[src/rtl/scan_reorder_pkg.sv]
package scan_reorder_pkg;

    typedef enum logic {
        DIR_ROW_TO_SCAN = 1'b0,
        DIR_SCAN_TO_ROW = 1'b1
    } dir_e;

    typedef struct packed {
        dir_e dir;
        logic zz;
    } cmd_t;

    // Row-major position of the k-th entry of the n x n diagonal scan.
    function automatic int zz_position(input int n, input int k);
        int r;
        int c;
        r = 0;
        c = 0;
        for (int s = 0; s < n * n; s++) begin
            if (s < k) begin
                if (((r + c) % 2) == 0) begin
                    if (c == n - 1)      r = r + 1;
                    else if (r == 0)     c = c + 1;
                    else begin r = r - 1; c = c + 1; end
                end else begin
                    if (r == n - 1)      c = c + 1;
                    else if (c == 0)     r = r + 1;
                    else begin r = r + 1; c = c - 1; end
                end
            end
        end
        return r * n + c;
    endfunction

    // Scan index at which row-major position p is visited.
    function automatic int zz_index(input int n, input int p);
        int idx;
        idx = 0;
        for (int k = 0; k < n * n; k++) begin
            if (zz_position(n, k) == p) idx = k;
        end
        return idx;
    endfunction

endpackage

[src/rtl/scan_reorder_capture.sv]
module scan_reorder_capture
    import scan_reorder_pkg::*;
#(
    parameter int DW = 12
) (
    input  logic          clk,
    input  logic          rst_n,
    input  logic          strb_i,
    input  cmd_t          cmd_i,
    input  logic          en_n_i,
    input  logic [DW-1:0] data_i,
    output logic          strb_o,
    output cmd_t          cmd_o,
    output logic          en_o,
    output logic [DW-1:0] data_o
);

    typedef struct packed {
        logic          strb;
        cmd_t          cmd;
        logic          en;
        logic [DW-1:0] data;
    } cap_t;

    cap_t cap_d, cap_q;

    always_comb begin
        cap_d.strb = strb_i;
        cap_d.cmd  = cmd_i;
        cap_d.en   = ~en_n_i;
        cap_d.data = data_i;
    end

    always_ff @(negedge clk or negedge rst_n) begin
        if (!rst_n) cap_q <= '0;
        else        cap_q <= cap_d;
    end

    assign strb_o = cap_q.strb;
    assign cmd_o  = cap_q.cmd;
    assign en_o   = cap_q.en;
    assign data_o = cap_q.data;

endmodule

[src/rtl/scan_reorder_wr_ctrl.sv]
module scan_reorder_wr_ctrl
    import scan_reorder_pkg::*;
#(
    parameter int N = 8
) (
    input  logic                      clk,
    input  logic                      rst_n,
    input  logic                      en_i,
    input  logic                      strb_i,
    input  cmd_t                      cmd_i,
    output logic                      we_o,
    output logic [2*$clog2(N)-1:0]    waddr_o,
    output logic                      wbank_o,
    output logic                      done_o,
    output cmd_t                      done_cmd_o
);

    localparam int LOG_N = $clog2(N);
    localparam int AW    = 2 * LOG_N;
    localparam logic [AW-1:0] LAST = AW'(N * N - 1);

    typedef struct packed {
        logic [AW-1:0] idx;
        logic          writing;
        logic          bank;
        cmd_t          cmd;
    } wr_t;

    wr_t  wr_d, wr_q;
    logic we_d;
    logic done_d;

    always_comb begin
        wr_d   = wr_q;
        we_d   = 1'b0;
        done_d = 1'b0;
        if (en_i) begin
            if (wr_q.writing && (!strb_i || wr_q.idx == LAST)) begin
                we_d = 1'b1;
                if (wr_q.idx == LAST) begin
                    done_d     = 1'b1;
                    wr_d.writing = 1'b0;
                    wr_d.bank  = ~wr_q.bank;
                end else begin
                    wr_d.idx = wr_q.idx + AW'(1);
                end
            end
            if (strb_i) begin
                wr_d.writing = 1'b1;
                wr_d.idx     = '0;
                wr_d.cmd     = cmd_i;
            end
        end
    end

    always_ff @(posedge clk or negedge rst_n) begin
        if (!rst_n) wr_q <= '0;
        else        wr_q <= wr_d;
    end

    assign we_o       = we_d;
    assign waddr_o    = wr_q.idx;
    assign wbank_o    = wr_q.bank;
    assign done_o     = done_d;
    assign done_cmd_o = wr_q.cmd;

    // a strobe always restarts the write position at zero
    p_restart_r10: assert property (@(posedge clk) disable iff (!rst_n)
        (en_i && strb_i) |=> (wr_q.writing && wr_q.idx == '0));

    // each accepted sample moves the write position by one
    p_advance_r7: assert property (@(posedge clk) disable iff (!rst_n)
        (en_i && wr_q.writing && !strb_i && wr_q.idx != LAST)
        |=> (wr_q.idx == AW'($past(wr_q.idx) + AW'(1))));

    // the latched command only changes at a strobe
    p_cmd_hold_r5: assert property (@(posedge clk) disable iff (!rst_n)
        !(en_i && strb_i) |=> $stable(wr_q.cmd));

    // without a strobe no block opens
    p_idle_stays_r11: assert property (@(posedge clk) disable iff (!rst_n)
        (!wr_q.writing && !(en_i && strb_i)) |=> !wr_q.writing);

endmodule

[src/rtl/scan_reorder_store.sv]
module scan_reorder_store #(
    parameter int DW    = 12,
    parameter int DEPTH = 64,
    parameter int AW    = 6
) (
    input  logic          clk,
    input  logic          we_i,
    input  logic          wbank_i,
    input  logic [AW-1:0] waddr_i,
    input  logic [DW-1:0] wdata_i,
    input  logic          rbank_i,
    input  logic [AW-1:0] raddr_i,
    output logic [DW-1:0] rdata_o
);

    logic [DW-1:0] mem_q [2*DEPTH];

    always_ff @(posedge clk) begin
        if (we_i) mem_q[{wbank_i, waddr_i}] <= wdata_i;
    end

    assign rdata_o = mem_q[{rbank_i, raddr_i}];

endmodule

[src/rtl/scan_reorder_rd_ctrl.sv]
module scan_reorder_rd_ctrl
    import scan_reorder_pkg::*;
#(
    parameter int N  = 8,
    parameter int DW = 12
) (
    input  logic                      clk,
    input  logic                      rst_n,
    input  logic                      en_i,
    input  logic                      start_i,
    input  logic                      start_bank_i,
    input  cmd_t                      start_cmd_i,
    input  logic [DW-1:0]             rdata_i,
    output logic                      rbank_o,
    output logic [2*$clog2(N)-1:0]    raddr_o,
    output logic [DW-1:0]             data_o,
    output logic                      strb_o
);

    localparam int LOG_N = $clog2(N);
    localparam int AW    = 2 * LOG_N;
    localparam int DEPTH = N * N;
    localparam logic [AW-1:0] LAST = AW'(DEPTH - 1);

    typedef struct packed {
        logic [AW-1:0] idx;
        logic          active;
        logic          bank;
        cmd_t          cmd;
        logic          strb;
        logic [DW-1:0] data;
    } rd_t;

    rd_t rd_d, rd_q;

    logic [AW-1:0] lut_fwd [DEPTH];
    logic [AW-1:0] lut_inv [DEPTH];

    for (genvar g = 0; g < DEPTH; g++) begin : g_lut
        assign lut_fwd[g] = AW'(zz_position(N, g));
        assign lut_inv[g] = AW'(zz_index(N, g));
    end

    logic [AW-1:0] addr_map;

    always_comb begin
        if (!rd_q.cmd.zz)
            addr_map = {rd_q.idx[LOG_N-1:0], rd_q.idx[AW-1:LOG_N]};
        else if (rd_q.cmd.dir == DIR_ROW_TO_SCAN)
            addr_map = lut_fwd[rd_q.idx];
        else
            addr_map = lut_inv[rd_q.idx];
    end

    always_comb begin
        rd_d = rd_q;
        if (en_i) begin
            rd_d.strb = start_i;
            if (rd_q.active) begin
                rd_d.data = rdata_i;
                rd_d.idx  = rd_q.idx + AW'(1);
                if (rd_q.idx == LAST) rd_d.active = 1'b0;
            end
            if (start_i) begin
                rd_d.active = 1'b1;
                rd_d.idx    = '0;
                rd_d.bank   = start_bank_i;
                rd_d.cmd    = start_cmd_i;
            end
        end
    end

    always_ff @(posedge clk or negedge rst_n) begin
        if (!rst_n) rd_q <= '0;
        else        rd_q <= rd_d;
    end

    assign rbank_o = rd_q.bank;
    assign raddr_o = addr_map;
    assign data_o  = rd_q.data;
    assign strb_o  = rd_q.strb;

    // a completed block starts readout from position zero
    p_start_read_r6: assert property (@(posedge clk) disable iff (!rst_n)
        (en_i && start_i) |=> (rd_q.active && rd_q.idx == '0 && rd_q.strb));

    // the output strobe lasts one enabled cycle
    p_strobe_single_r6: assert property (@(posedge clk) disable iff (!rst_n)
        (en_i && rd_q.strb) |=> !rd_q.strb);

    // a stalled cycle leaves the outputs untouched
    p_freeze_r9: assert property (@(posedge clk) disable iff (!rst_n)
        !en_i |=> ($stable(rd_q.data) && $stable(rd_q.strb) && $stable(rd_q.idx)));

endmodule

[src/rtl/scan_reorder.sv]
module scan_reorder
    import scan_reorder_pkg::*;
#(
    parameter int N  = 8,
    parameter int DW = 12
) (
    input  logic          clk,
    input  logic          rst_n,
    input  logic          blk_start_i,
    input  logic          dir_i,
    input  logic          zz_i,
    input  logic          en_n_i,
    input  logic [DW-1:0] data_i,
    output logic [DW-1:0] data_o,
    output logic          blk_start_o
);

    localparam int LOG_N = $clog2(N);
    localparam int AW    = 2 * LOG_N;
    localparam int DEPTH = N * N;

    cmd_t          in_cmd;
    logic          cap_strb;
    cmd_t          cap_cmd;
    logic          cap_en;
    logic [DW-1:0] cap_data;

    logic          we;
    logic [AW-1:0] waddr;
    logic          wbank;
    logic          done;
    cmd_t          done_cmd;

    logic          rbank;
    logic [AW-1:0] raddr;
    logic [DW-1:0] rdata;

    always_comb begin
        in_cmd.dir = dir_e'(dir_i);
        in_cmd.zz  = zz_i;
    end

    scan_reorder_capture #(.DW(DW)) u_capture (
        .clk    (clk),
        .rst_n  (rst_n),
        .strb_i (blk_start_i),
        .cmd_i  (in_cmd),
        .en_n_i (en_n_i),
        .data_i (data_i),
        .strb_o (cap_strb),
        .cmd_o  (cap_cmd),
        .en_o   (cap_en),
        .data_o (cap_data)
    );

    scan_reorder_wr_ctrl #(.N(N)) u_wr (
        .clk        (clk),
        .rst_n      (rst_n),
        .en_i       (cap_en),
        .strb_i     (cap_strb),
        .cmd_i      (cap_cmd),
        .we_o       (we),
        .waddr_o    (waddr),
        .wbank_o    (wbank),
        .done_o     (done),
        .done_cmd_o (done_cmd)
    );

    scan_reorder_store #(.DW(DW), .DEPTH(DEPTH), .AW(AW)) u_store (
        .clk     (clk),
        .we_i    (we),
        .wbank_i (wbank),
        .waddr_i (waddr),
        .wdata_i (cap_data),
        .rbank_i (rbank),
        .raddr_i (raddr),
        .rdata_o (rdata)
    );

    scan_reorder_rd_ctrl #(.N(N), .DW(DW)) u_rd (
        .clk          (clk),
        .rst_n        (rst_n),
        .en_i         (cap_en),
        .start_i      (done),
        .start_bank_i (wbank),
        .start_cmd_i  (done_cmd),
        .rdata_i      (rdata),
        .rbank_o      (rbank),
        .raddr_o      (raddr),
        .data_o       (data_o),
        .strb_o       (blk_start_o)
    );

    // the bank being read is never the bank being written
    p_bank_split_r8: assert property (@(posedge clk) disable iff (!rst_n)
        (cap_en && we && u_rd.rd_q.active) |-> (wbank != rbank));

endmodule

[config.mk]
export PLATFORM = sky130hd
export DESIGN_NAME = scan_reorder
export DESIGN_NICKNAME = d
export VERILOG_FILES = /design/src/rtl/scan_reorder_pkg.sv /design/src/rtl/scan_reorder_capture.sv /design/src/rtl/scan_reorder_wr_ctrl.sv /design/src/rtl/scan_reorder_store.sv /design/src/rtl/scan_reorder_rd_ctrl.sv /design/src/rtl/scan_reorder.sv
export SDC_FILE = /design/constraint.sdc
export NUM_CORES = 2
export LEC_CHECK = 0
export ABC_AREA = 0
export BUFFER_PORTS_ARGS = -buffer_cell sky130_fd_sc_hd__buf_2
export CAP_MARGIN = 25
export CELL_PAD_IN_SITES_DETAIL_PLACEMENT = 1
export CELL_PAD_IN_SITES_GLOBAL_PLACEMENT = 1
export CORE_MARGIN = 4
export CORE_UTILIZATION = 40
export DETAILED_ROUTE_END_ITERATION = 8
export PLACE_DENSITY = 0.66
export SYNTH_ARGS = -nofsm -noshare
export SYNTH_HDL_FRONTEND = slang
export SYNTH_SLANG_ARGS = --single-unit
[constraint.sdc]
create_clock -name clk -period 5.52 [get_ports clk]
set_input_delay 1.104 -clock clk [delete_from_list [all_inputs] [get_ports clk]]
set_output_delay 1.104 -clock clk [all_outputs]
set_load 0.05 [all_outputs]
* Word level (Yosys, flattened, before mapping)
Memories as Yosys holds them, arrays and structs flattened. A register that Yosys moved wholly into a read port is not among the register bits. Cells that the tools add are included.
Cells by class: add/subtract/negate cells 2, order comparisons 1, equality and inequality tests 3, multiplexer cells 20, bitwise logic cells 3, reduce and logical (&&, ||, !) cells 14
Operator list (count):
- $mux W6 | 7
- $mux W7 | 2
- $add A6 B1 Y6 const B | 2
- $eq A6 B6 Y1 const B | 2
- $mux W10 | 1
- $reduce_and A3 Y1 | 3
- $mux W1 | 8
- $mux W8 | 1
- $reduce_and A2 Y1 | 4
- $ge A7 B7 Y1 const B | 1
- $not A6 Y7 | 1
- $reduce_bool A2 Y1 | 3
- $logic_not A1 Y1 | 2
- $mux W2 | 1
- $ne A2 B2 Y1 const B | 1
- $not A1 Y1 | 2
- $logic_and A1 B1 Y1 | 1
- $logic_or A1 B1 Y1 | 1
Storage, ports and cells: bits in registers 37, memory bits (writable) 1536, ROM bits 768, bits of input ports 18, output and inout port bits 13, logic and storage cells 62, memories 3
Memory list:
- u_store.mem_q | depth 128, width 12, read ports 1, clocked after Yosys merged registers in 1, wr ports 1, RTL line scan_reorder_store.sv:16 | logic [DW-1:0] mem_q [2*DEPTH];
- (no name shown) | depth 64, width 6, read ports 1, clocked after Yosys merged registers in 0, wr ports 0, RTL line scan_reorder_rd_ctrl.sv:52 | addr_map = lut_inv[rd_q.idx];
- (no name shown) | depth 64, width 6, read ports 1, clocked after Yosys merged registers in 0, wr ports 0, RTL line scan_reorder_rd_ctrl.sv:50 | addr_map = lut_fwd[rd_q.idx];

* Logic depth before layout (Yosys ltp)
depth in word-level cells 7, mapped depth 22, depth with buffers taken out 14

* Modules after synthesis
From an unflattened synthesis, not the netlist that was laid out.
Unflattened totals: cell total of the unflattened synthesis 2726, area, all modules 62419.9 um2
Modules (own cells, without submodules):
- scan_reorder_store | times used 1, cells an instance 2350, area each 58887.7 um2, seq. area each 46124.2 um2
- scan_reorder_rd_ctrl | times used 1, cells an instance 297, area each 2496.1 um2, seq. area each 575.6 um2
- scan_reorder_wr_ctrl | times used 1, cells an instance 62, area each 631.9 um2, seq. area each 250.2 um2
- scan_reorder_capture | times used 1, cells an instance 17, area each 404.1 um2, seq. area each 400.4 um2

==> metrics.txt <==
status=finished, final reports clean; Yosys cell types=83; Synth Cell Area=63800 um2; placed cells=6560; Max Freq=191 MHz; sequential power share=53.7%; GP Congestion=0.889; synth top area cells=edfxtp_1 (72%), nand2_1 (4.7%), mux2i_1 (3.1%), a21oi_1 (2.7%), a221oi_1 (1.5%); Final Non-Filler Cells=6876; Net Switching=5220 uW; Layout area overhead=15.4%; Initial Util=40.3%; vias in the first global route=41188; via/cell ratio=5.94; Worst-Margin Slew=1050 ps; cell internal pwr=19500 uW; die area=166000 um2; CTS tree=done; antenna violations before repair=17; largest net degree at the start of global routing=105; CTS buffer count=167; switch share=21.1%; port bufs=30; Detail Route Antenna Nets=0; CTS Buffer Depth=3; drt wl/cell=29.9 um; Slew Viols, Final=0; RR Endpoint=u_rd.data_o[9]; Post-CTS Setup Inserts=0; Power Density=335 nW/um2; initial drt markers=4983; commonest non-fill, non-tap cells in the layout=edfxtp_1 (1536), nand2_1 (801), a21oi_1 (345); combinational power share=1.9%; synth warn=0; TritonCTS Sinks=1585; worst r2r path cells=16; Worst Setup End Kind=register; core area=158000 um2; H-tree depth=4; Post-Syn Nets=4480; Yosys reg bits=1585; met3 WL=17000 um; Hold-fix buffers, CTS=0; clock transition at the registers of the reported paths=60 ps; vias post-DR=40865; LEAKAGE=0.0256 uW; cell taking the most area after synthesis=edfxtp_1; Avg Cell Area, Syn=14.4 um2; top routing layer used=met5; filler cell count=15542; Req. time, crit path=6280 ps; VDD IR-drop max=0.334 mV; RSZ-0062 raised after global routing=no; Post-DP HPWL=129000 um; Worst Hold Slack=291 ps; number of synthesized flops with an enable pin=1536; Die H=407 um; Tot GR Track Use=24.2%; Final setup viols=0; fin nets=4693; HP Class=in -> async; Routed WL=205000 um; ys async rst share=3.09%; period utilization=94.8%; final core occ=46.5%; met1 WL=85200 um; max-cap violations=0; Setup Skew=117 ps; WS Path Type=reg -> reg; drt drc=0; Worst EP arrival=6000 ps; commonest non-fill, non-tap cell in the layout=edfxtp_1; worst-path fanout max=33; chip width=407 um; Slew Limit Headroom=29.8%; Synth Flop Type=edfxtp_1; fin crit period=5240 ps; grt total ovfl=0; Fin. Hold Viols=0; Synth Instances=4444; DRT Pass-1 Iters=5; post-synth top area share=72.3%; setup_tns=0 ps; metal2 WL=96400 um; row count=146; share of cells above drive strength 1=13.7%; startpoint types=register; first-pass GRT wire length=296000 um; I/O pin count=31; root buffer cell=clkbuf_16; Clk pwr share=44.4%; Skew-Pair Late Insertion Delay=840 ps; Seq/Total Area, Yosys=74.2%; FF-to-FF Start=u_rd.rd_q[17]; R2R setup slack=280 ps
-- through the flow --
step | cell area, um2 | worst slack (ps) | total power [uW]
5_1_grt | 73600 | 16.7 | 25400
2_1_floorplan | 63800 | 172 | 13600
4_1_cts | 73600 | 258 | 24800
3_5_place_dp | 68200 | 275 | 14000
6_report | 73600 | 285 | 24700
3_3_place_gp | 68200 | 289 | 14000
-- cells in the mapped netlist (33+ instances only) --
cell,count
buf_2,121
and3_1,62
edfxtp_1,1536
dfrtp_1,33
nor3_1,52
a32oi_1,58
nor2_1,214
a31oi_1,34
buf_4,45
a22o_1,45
nand2_1,805
o21ai_0,37
clkbuf_1,114
a21oi_1,347
a211oi_1,41
nand3_1,101
a221oi_1,112
mux2i_1,196
-- power groups by stage --
stage	logic [uW]	registers, uW	clock network, uW
after floorplan	55.1	13600	0
after global placement	459	13500	0
after detailed placement	473	13500	0
after CTS	473	13200	11100
after global routing	488	13200	11700
final	474	13200	11000
-- worst max-delay path: stages, from the launching register on --
cell and delay, ps:
dfrtp_1 350, inv_1 120, ha_1 590, buf_4 240
and3b_1 160, a311oi_1 50, o221a_1 330, o31a_1 340
nor2_4 550, buf_12 300, buf_4 390, buf_4 290
nand2_1 120, a32oi_1 210, a21oi_1 180, nor3_1 710
o41a_1 230
-- state kept, by name, indices dropped and copies added, names as in the netlist --
| name | count |
|---|---|
| u_capture.cmd_o | 2 |
| u_capture.data_o | 12 |
| u_capture.en_o | 1 |
| u_capture.strb_o | 1 |
| u_rd.data_o | 12 |
| u_rd.rbank_o | 1 |
| u_rd.rd_q | 9 |
| u_rd.strb_o | 1 |
| u_store.mem_q | 1536 |
| u_wr.done_cmd_o | 2 |
| u_wr.waddr_o | 6 |
| u_wr.wbank_o | 1 |
| u_wr.wr_q | 1 |
-- metal layers --
layer	up-vias	GRT usage, %
met3	340	4.84
met5	-	0
met2	1884	38.0
met4	2	8.64
li1	17485	-
met1	21154	33.8
-- cell type report --
class / instances / area (um2) / share of cell area [%]
Timing Repair Buffer: 361 / 3320 / 4.51
Inverter: 19 / 71.3 / 0.0969
Multi-Input combinational cell: 2523 / 14900 / 20.3
Sequential cell: 1585 / 47400 / 64.3
Clock buffer: 210 / 4400 / 5.98
Antenna cell: 12 / 30.0 / 0.0408
Tap cell: 2072 / 2590 / 3.52
Clock inverter: 94 / 907 / 1.23
-- worst max-delay path by stage --
stage,start,end,slack (ps),cells after the start
final,u_rd.rd_q[17],u_rd.data_o[9],280,16
after global routing,u_rd.rd_q[17],u_rd.data_o[9],20,16
after CTS,u_rd.rd_q[17],u_rd.data_o[10],260,15
after detailed placement,u_capture.en_o,u_store.mem_q[43][10],270,8
after global placement,u_capture.en_o,u_store.mem_q[43][10],290,8
after floorplan,u_capture.en_o,u_store.mem_q[40][0],170,6
-- cells by family after synthesis --
group / Yosys count / share of synthesized area [%]
AO/OA/AOI/OAI: 893 / 9.70
XOR/XNOR: 8 / 0.110
adder cells (fa/ha/maj): 18 / 0.353
buffers and inverters: 336 / 2.56
flip-flops: 1585 / 74.2
multiplexers: 230 / 3.69
AND/OR/NAND/NOR: 1374 / 9.36
-- repair_timing --
action,CTS,global route
setup endpoints to repair,0,2
endpoints found under the hold margin,0,0
gates resized for setup,0,2
No activity file was read; power rests on OpenSTA's default activity.
